`src/rtl/kwd_pkg.sv`:
```
package kwd_pkg;
  localparam int NUM_POST = 5;
  // busy-bit index of each posted register
  localparam int PI_CTRL = 0;
  localparam int PI_CNT  = 1;
  localparam int PI_LOAD = 2;
  localparam int PI_KICK = 3;
  localparam int PI_KEY  = 4;

  localparam logic [7:0] OFS_ID   = 8'h00;
  localparam logic [7:0] OFS_CTRL = 8'h24;
  localparam logic [7:0] OFS_CNT  = 8'h28;
  localparam logic [7:0] OFS_LOAD = 8'h2C;
  localparam logic [7:0] OFS_KICK = 8'h30;
  localparam logic [7:0] OFS_BUSY = 8'h34;
  localparam logic [7:0] OFS_KEY  = 8'h48;

  localparam logic [31:0] KEY_ARM_A    = 32'h0000_BBBB;
  localparam logic [31:0] KEY_ARM_B    = 32'h0000_4444;
  localparam logic [31:0] KEY_DISARM_A = 32'h0000_AAAA;
  localparam logic [31:0] KEY_DISARM_B = 32'h0000_5555;

  typedef enum logic [1:0] {
    SEQ_IDLE   = 2'd0,
    SEQ_ARM    = 2'd1,
    SEQ_DISARM = 2'd2
  } seq_state_t;
endpackage

```
`src/rtl/kwd_post.sv`:
```
module kwd_post #(
  parameter int DW         = 32,
  parameter int POST_TICKS = 2
) (
  input  logic          clk,
  input  logic          rst_n,
  input  logic          tick_en,
  input  logic          wr_en,
  input  logic [DW-1:0] wr_data,
  output logic          busy,
  output logic          fire,
  output logic [DW-1:0] data
);
  localparam int TW = $clog2(POST_TICKS + 1);

  logic [TW-1:0] left_q;

  // commit on the last tick of the wait, unless a fresh write restarts it
  assign fire = busy && tick_en && (left_q == TW'(1)) && !wr_en;

  always_ff @(posedge clk) begin
    if (!rst_n) begin
      busy   <= 1'b0;
      left_q <= '0;
      data   <= '0;
    end else if (wr_en) begin
      busy   <= 1'b1;
      left_q <= TW'(POST_TICKS);
      data   <= wr_data;
    end else if (busy && tick_en) begin
      left_q <= left_q - TW'(1);
      if (left_q == TW'(1)) busy <= 1'b0;
    end
  end
endmodule

```
`src/rtl/kwd_keyseq.sv`:
```
module kwd_keyseq
  import kwd_pkg::*;
(
  input  logic        clk,
  input  logic        rst_n,
  input  logic        fire,
  input  logic [31:0] word,
  output logic        run
);
  seq_state_t st_q;

  always_ff @(posedge clk) begin
    if (!rst_n) begin
      st_q <= SEQ_IDLE;
      run  <= 1'b0;
    end else if (fire) begin
      if (st_q == SEQ_ARM && word == KEY_ARM_B) begin
        run  <= 1'b1;
        st_q <= SEQ_IDLE;
      end else if (st_q == SEQ_DISARM && word == KEY_DISARM_B) begin
        run  <= 1'b0;
        st_q <= SEQ_IDLE;
      end else if (word == KEY_ARM_A) begin
        st_q <= SEQ_ARM;
      end else if (word == KEY_DISARM_A) begin
        st_q <= SEQ_DISARM;
      end else begin
        st_q <= SEQ_IDLE;
      end
    end
  end
endmodule

```
`src/rtl/kwd_core.sv`:
```
module kwd_core #(
  parameter int CNT_W = 32,
  parameter int PTV_W = 3
) (
  input  logic             clk,
  input  logic             rst_n,
  input  logic             tick_en,
  input  logic             run,
  input  logic             pre_en,
  input  logic [PTV_W-1:0] ptv,
  input  logic             cnt_wr,
  input  logic [CNT_W-1:0] cnt_wdata,
  input  logic             reload,
  input  logic [CNT_W-1:0] load_val,
  output logic [CNT_W-1:0] cnt,
  output logic             wrap_req
);
  localparam int PSC_W = (1 << PTV_W) - 1;

  logic [PSC_W-1:0] psc_q;
  logic [PSC_W-1:0] psc_lim;
  logic             step;
  logic             wrap;

  assign psc_lim = ~({PSC_W{1'b1}} << ptv);
  assign step    = run && tick_en && (!pre_en || psc_q == psc_lim);
  assign wrap    = step && (cnt == {CNT_W{1'b1}});

  always_ff @(posedge clk) begin
    if (!rst_n || !run) begin
      psc_q <= '0;
    end else if (tick_en) begin
      psc_q <= step ? '0 : psc_q + PSC_W'(1);
    end
  end

  always_ff @(posedge clk) begin
    if (!rst_n) begin
      cnt      <= '0;
      wrap_req <= 1'b0;
    end else begin
      wrap_req <= wrap && !reload && !cnt_wr;
      if (reload)      cnt <= load_val;
      else if (cnt_wr) cnt <= cnt_wdata;
      else if (wrap)   cnt <= load_val;
      else if (step)   cnt <= cnt + CNT_W'(1);
    end
  end
endmodule

```
`src/rtl/kwd_top.sv`:
```
module kwd_top
  import kwd_pkg::*;
#(
  parameter int ADDR_W     = 8,
  parameter int CNT_W      = 32,
  parameter int PTV_W      = 3,
  parameter int POST_TICKS = 2,
  parameter int REV_MAJOR  = 2,
  parameter int REV_MINOR  = 1
) (
  input  logic              clk,
  input  logic              rst_n,
  input  logic              tick_en,
  input  logic [ADDR_W-1:0] bus_addr,
  input  logic              bus_we,
  input  logic [31:0]       bus_wdata,
  output logic [31:0]       bus_rdata,
  output logic              rst_req
);
  localparam int PTV_LSB = 2;
  localparam int PRE_BIT = PTV_LSB + PTV_W;

  logic [ADDR_W-1:0] post_ofs [NUM_POST];
  assign post_ofs[PI_CTRL] = ADDR_W'(OFS_CTRL);
  assign post_ofs[PI_CNT]  = ADDR_W'(OFS_CNT);
  assign post_ofs[PI_LOAD] = ADDR_W'(OFS_LOAD);
  assign post_ofs[PI_KICK] = ADDR_W'(OFS_KICK);
  assign post_ofs[PI_KEY]  = ADDR_W'(OFS_KEY);

  logic [NUM_POST-1:0] busy_vec;
  logic [NUM_POST-1:0] fire_vec;
  logic [31:0]         pdata [NUM_POST];

  generate
    for (genvar i = 0; i < NUM_POST; i++) begin : g_post
      kwd_post #(.DW(32), .POST_TICKS(POST_TICKS)) u_post (
        .clk     (clk),
        .rst_n   (rst_n),
        .tick_en (tick_en),
        .wr_en   (bus_we && bus_addr == post_ofs[i]),
        .wr_data (bus_wdata),
        .busy    (busy_vec[i]),
        .fire    (fire_vec[i]),
        .data    (pdata[i])
      );
    end
  endgenerate

  logic [31:0]      ctrl_q;
  logic [CNT_W-1:0] load_q;
  logic [31:0]      kick_q;
  logic [31:0]      key_q;
  logic             run_q;
  logic [CNT_W-1:0] cnt_q;
  logic             reload;

  assign reload = fire_vec[PI_KICK] && (pdata[PI_KICK] != kick_q);

  always_ff @(posedge clk) begin
    if (!rst_n) begin
      ctrl_q <= '0;
      load_q <= '0;
      kick_q <= '0;
      key_q  <= '0;
    end else begin
      if (fire_vec[PI_CTRL]) ctrl_q <= pdata[PI_CTRL];
      if (fire_vec[PI_LOAD]) load_q <= CNT_W'(pdata[PI_LOAD]);
      if (fire_vec[PI_KICK]) kick_q <= pdata[PI_KICK];
      if (fire_vec[PI_KEY])  key_q  <= pdata[PI_KEY];
    end
  end

  kwd_keyseq u_keyseq (
    .clk   (clk),
    .rst_n (rst_n),
    .fire  (fire_vec[PI_KEY]),
    .word  (pdata[PI_KEY]),
    .run   (run_q)
  );

  kwd_core #(.CNT_W(CNT_W), .PTV_W(PTV_W)) u_core (
    .clk       (clk),
    .rst_n     (rst_n),
    .tick_en   (tick_en),
    .run       (run_q),
    .pre_en    (ctrl_q[PRE_BIT]),
    .ptv       (ctrl_q[PTV_LSB +: PTV_W]),
    .cnt_wr    (fire_vec[PI_CNT]),
    .cnt_wdata (CNT_W'(pdata[PI_CNT])),
    .reload    (reload),
    .load_val  (load_q),
    .cnt       (cnt_q),
    .wrap_req  (rst_req)
  );

  always_comb begin
    bus_rdata = '0;
    if (bus_addr == ADDR_W'(OFS_ID))
      bus_rdata = {24'd0, 4'(REV_MAJOR), 4'(REV_MINOR)};
    else if (bus_addr == ADDR_W'(OFS_CTRL)) bus_rdata = ctrl_q;
    else if (bus_addr == ADDR_W'(OFS_CNT))  bus_rdata = 32'(cnt_q);
    else if (bus_addr == ADDR_W'(OFS_LOAD)) bus_rdata = 32'(load_q);
    else if (bus_addr == ADDR_W'(OFS_KICK)) bus_rdata = kick_q;
    else if (bus_addr == ADDR_W'(OFS_BUSY)) bus_rdata = 32'(busy_vec);
    else if (bus_addr == ADDR_W'(OFS_KEY))  bus_rdata = key_q;
  end
endmodule

```
`config.mk`:
```
export PLATFORM = sky130hd
export DESIGN_NAME = kwd_top
export DESIGN_NICKNAME = d
export VERILOG_FILES = /design/src/rtl/kwd_pkg.sv /design/src/rtl/kwd_post.sv /design/src/rtl/kwd_keyseq.sv /design/src/rtl/kwd_core.sv /design/src/rtl/kwd_top.sv
export SDC_FILE = /design/constraint.sdc
export NUM_CORES = 1
export LEC_CHECK = 0
export CORE_MARGIN = 2
export CORE_UTILIZATION = 35
export DETAILED_ROUTE_END_ITERATION = 8
export DONT_BUFFER_PORTS = 1
export GPL_TIMING_DRIVEN = 0
export PLACE_DENSITY = 0.51
export SLEW_MARGIN = 20
export SYNTH_ARGS = -nofsm -noshare
export SYNTH_HDL_FRONTEND = slang
export SYNTH_SLANG_ARGS = --single-unit
```
`constraint.sdc`:
```
create_clock -name clk -period 8 [get_ports clk]
set_input_delay 2 -clock clk [delete_from_list [all_inputs] [get_ports clk]]
set_output_delay 2 -clock clk [all_outputs]
set_load 0.01 [all_outputs]
```
# Yosys cells after proc, flatten, opt, wreduce, memory -nomap -nowiden
# Index checks and enable logic that the tools add are counted.
[op_classes]
add_sub_neg = 7
n_eq_ne = 20
n_shift = 1
muxes = 43
bitwise_logic = 2
reduce_logical = 64
[op_table]
columns = ["cell", "n"]
rows = [
  ["$mux 32", 11],
  ["$eq 32x15->1 const B", 2],
  ["$eq 32x16->1 const B", 2],
  ["$eq 8x6->1 const B", 5],
  ["$add 32x1->32 const B", 1],
  ["$eq 32x32->1 const B", 1],
  ["$ne 32x32->1", 1],
  ["$logic_and 1x1->1", 28],
  ["$mux 2", 14],
  ["$reduce_bool 2->1", 11],
  ["$mux 1", 17],
  ["$eq 2x1->1 const B", 6],
  ["$reduce_and 2->1", 6],
  ["$logic_not 1->1", 10],
  ["$reduce_or 2->1", 5],
  ["$sub 2x1->2 const B", 5],
  ["$eq 8x7->1 const B", 1],
  ["$logic_not 8->1", 1],
  ["$add 7x1->7 const B", 1],
  ["$eq 7x7->1", 1],
  ["$mux 7", 1],
  ["$not 7->7", 1],
  ["$shl 7x3->7 const A", 1],
  ["$reduce_bool 4->1", 1],
  ["3 further kinds", 4],
]
[word_totals]
ff_bits = 346
inputBits = 44
output_inout_bits = 33
elab_cells = 166

# Longest topological paths before layout
[depth]
ltp_word = 9
mapped_depth = 11
ltp_nobuf = 10

# By module
# Synthesis repeated with hierarchy kept, for this count alone.
[hier_totals]
hier_cells = 1769
hier_area_um2 = 17284.1
[by_module_without_submodules]
columns = ["mod", "instances", "cells_per_inst", "area_per_inst_um2", "seq_area_each_um2"]
rows = [
  ["kwd_top", 1, 736, 6977.9, 2562.5],
  ["kwd_post", 5, 118, 1388.8, 700.7],
  ["kwd_core", 1, 409, 3093.0, 800.8],
  ["kwd_keyseq", 1, 34, 269.0, 60.1],
]

# Worst setup path before layout
# OpenSTA, ideal clock, no wires.
[synth_path]
path_type = "input -> output"
from = "input port bus_addr[1]"
to = "output port bus_rdata[22]"
t_arrival_ns = 3.847
required_ns = 6.000
slack_ns = 2.153
cell_stages = 11
n_path_buf = 3
cell_sequence = "or4_4 -> buf_6 -> nor2_1 -> nand2_1 -> nor2_1 -> buf_2 -> buf_2 -> a221oi_1 -> nand2_1 -> o21ai_0 -> a21oi_1"
[synth_between]
elab_chain_cells = 8
word_cells_on_any_way = 14
cone_classes = "6 x eq/ne; 7 x mux; 1 x reduce/logical"
[synth_rtl]
columns = ["item", "line_no", "rtl"]
rows = [
  ["start: declaration", "kwd_top.sv:14", "input logic [ADDR_W-1:0] bus_addr,"],
  ["$eq 8x7->1", "kwd_top.sv:105", "else if (bus_addr == ADDR_W'(OFS_KEY)) bus_rdata = key_q;"],
  ["$mux 32", "kwd_top.sv:105", ""],
  ["$mux 32", "kwd_top.sv:104", "else if (bus_addr == ADDR_W'(OFS_BUSY)) bus_rdata = 32'(busy_vec);"],
  ["$mux 32", "kwd_top.sv:103", "else if (bus_addr == ADDR_W'(OFS_KICK)) bus_rdata = kick_q;"],
  ["$mux 32", "kwd_top.sv:102", "else if (bus_addr == ADDR_W'(OFS_LOAD)) bus_rdata = 32'(load_q);"],
  ["$mux 32", "kwd_top.sv:101", "else if (bus_addr == ADDR_W'(OFS_CNT)) bus_rdata = 32'(cnt_q);"],
  ["$mux 32", "kwd_top.sv:100", "else if (bus_addr == ADDR_W'(OFS_CTRL)) bus_rdata = ctrl_q;"],
  ["$mux 32 (*)", "kwd_top.sv:98", "if (bus_addr == ADDR_W'(OFS_ID))"],
  ["end: declaration", "kwd_top.sv:17", "output logic [31:0] bus_rdata,"],
]
# Mark *: on every way between the ends. The rest lies on a longest branch, timed or not.

# Final worst setup path
[layout_path]
from = "input port bus_addr[1]"
to = "output port bus_rdata[24]"
# The elaborated chain is that of the path after synthesis.

==> metrics.txt <==
outcome=finished, final reports clean; Place WS=1280 ps; min-delay src=g_post[2].u_post.data[14]$_SDFFE_PN0P_; Primary FF master, synth=dfxtp_1; fmax=between 0.1 and 0.15 GHz; synthesized cell area=15,300 µm²; max cap viols=0; GRT Util Overall=26.2%; # resized after CTS=0; Yosys top cell by area=dfxtp_1; library cells used by synthesis=78; final hold violations=0; worst skew pair latency=560 ps; routed len/inst=22.1 µm; Slew @ Worst Pin=969 ps; Max VDD drop=0.000163 V; Crit Path Class=input pin to output port; CP endpoint kind=output port; Die Area=45,400 µm²; ranking of synthesized cells by area=dfxtp_1 45%, nand2_1 17%, a21oi_1 12%, xor2_1 2.7%, clkbuf_1 2.4%; total negative slack=0 ps; Static Leak=5.89 nW; IO Pins=77; DRT Wirelength=59.4 mm; min-delay worst type=flip-flop to flip-flop; HPWL after DPL=45.8 mm; CP Launch Type=input pin; Die H=213 µm; vias in the first global route=around 14k; EDFF count, synth=0; initial core utilization=35.5%; initial antenna violation count=0; Syn. warnings=0; RR Startpoint=u_core.cnt[0]$_SDFFE_PN0P_; RSZ-0062 raised after global routing=false; max incr delay on CP=680 ps; CP startpoint=bus_addr[1]; Worst path slowest cell=clkbuf_1; gate count of the mapped netlist=2,031; IO Port Bufs=0; clk_skew=20.1 ps; Critical Path, Cell by Cell=nor3_1 -> nand2_1 -> nor2_1 -> clkbuf_1 -> clkbuf_1 -> a221oi_1 -> nand2_1 -> o21ai_0 -> a21oi_1; largest net degree at the start of global routing=13; period utilisation layout=85.3%; Synth top area share=45.3%; syn avg cell area=7.53 µm²; post-route minimum period=6820 ps; core area=43,100 µm²; layout cells sized above 1=5.85%; clock root buffer=clkbuf_16; Die X=213 µm; CTS tree=built; Async SR Flop Fraction=0%; sequential fraction of the synthesis area=approximately 45%; Synth Net Count=about 2.1k; postcts setup bufs=0; nets=2,124; cts hold-fix bufs=0; vias per cell=5.36; synth-to-layout area growth=13.4%; final worst setup slack=approximately 1200 ps; first-pass GRT wire length=a little under 90 mm; Reg clk slew, reported paths=60 ps; WP data required=~6000 ps; detailed-route via count=14.4k; CP max FO=10; DRT antenna net count=0; clock buffer depth=3; Fin Hold WS=around 450 ps; pwr dens=211 nW/µm²; htree depth=2; Max-slew headroom=34.9%; placement row count=76; CTS sink cnt=346; critical path data arrival time=about 4800 ps; DRC violations left=0; reg2reg setup slack=between 4000 and 5000 ps; drt pass-1 iters=5; fin util=40.3%; gr ovfl total=0; GP Congestion=between 0.9 and 1; Yosys reg bits=346; final setup fails=0; Initial DRC Count=1,133; CTS buffer count=40; Slew Viols, Final=0
## report_power, final
part,switching [mW],total (mW),internal [mW]
registers,0.000849,1.72,1.72
clock network,0.756,1.87,1.11
logic,0.0575,0.0700,0.0125
## worst max-delay path, delay by kind of cell
family / cells / cell delay (ps)
buffers and inverters: 2 / 1170
and+or+nand+nor: 4 / 910
AOI/OAI and AO/OA: 3 / 720
## stage by stage
| step | cell area (µm²) | instances | power [mW] |
|---|---|---|---|
| after global placement | 16000 | 2616 | 1.83 |
| final | 17300 | 2688 | 3.66 |
| after detailed placement | 16000 | 2616 | 1.83 |
| after CTS | 17300 | 2687 | 3.68 |
| after global routing | 17300 | 2687 | 3.76 |
| after floorplan | 15300 | 2031 | 1.80 |
## layout make-up
cell class                 instances  area (µm²)
antenna                            1        2.50
buffer                           146         632
clock buffer                      58        1130
clock inverter                    13         184
fill                            4507       25700
inverter                          14        52.6
multi-input combinational       1525        7690
sequential                       346        6930
tap                              585         732
## synthesized netlist by cell type (all sizes together) (2+ instances only)
cell     count
mux2i       15
a22oi        9
o221ai       3
nand3b       2
buf         46
nand4       19
o21ai       67
nor4        21
dfxtp      346
clkinv       2
a2111oi      2
o211ai      15
ha           7
a221oi      27
nor2        55
and2         7
nand3       23
o2111ai      2
clkbuf     100
o31ai        2
mux2         5
and3         9
a211oi       3
nor3        20
o311ai       2
nand2      700
o22ai        3
nand2b       7
nand4b       4
or4          2
a222oi       2
and4         5
a41o         2
xnor2       16
nor3b        4
or2          2
o2bb2ai      2
a211o        3
o21a         2
a21oi      378
a31oi       12
xor2        48
inv         12
## layer usage
layer / wire length [µm] / vias up / global-route usage [%] / part of all wire (%)
met4: 1970 / 0 / 8.80 / 3.3
met3: 4040 / 108 / 4.88 / 6.8
met5: 0 / - / 0 / 0
li1: - / 7006 / - / -
met2: 28100 / 507 / 43.9 / 47
met1: 25300 / 6798 / 33.7 / 43
## path summary, 6_finish.rpt
| kind | to | cells after the start |
|---|---|---|
| max reg2reg | u_core.cnt[2]$_SDFFE_PN0P_ | 9 |
| min | load_q[14]$_SDFFE_PN0P_ | 2 |
| max | bus_rdata[24] | 9 |
| min reg2reg | load_q[14]$_SDFFE_PN0P_ | 2 |
## cells in the final DEF, fill, tap and decap left out, drive strengths merged, types with 19 or more instances in the layout
cell type	n
a21oi	378
nor2	55
nor3	20
nand4	19
xor2	48
dfxtp	346
a221oi	27
nand3	23
o21ai	67
buf	46
nor4	21
nand2	700
clkbuf	158
## flip-flops by register name, indices dropped and copies added (netlist names)
register,cells
key_q,32
u_core.cnt,32
load_q,32
u_keyseq.run,1
kick_q,32
ctrl_q,32
g_post.u_post.busy,5
g_post.u_post.data,160
u_keyseq.st_q,2
u_core.psc_q,7
g_post.u_post.left_q,10
u_core.wrap_req,1
## cell families (layout without fill, tap and decap cells)
kind of cell	count (synthesis)	after routing	share of synthesized area, %
AOI/OAI and AO/OA	548	548	20.2
and+or+nand+nor	886	886	24.5
DFF	346	346	45.3
adders and majority gates	7	7	0.573
other	0	1	0
muxes	20	20	1.35
buffers and inverters	160	231	4.48
xor gates and xnor gates	64	64	3.67
Power figures use the tool's default switching activity.
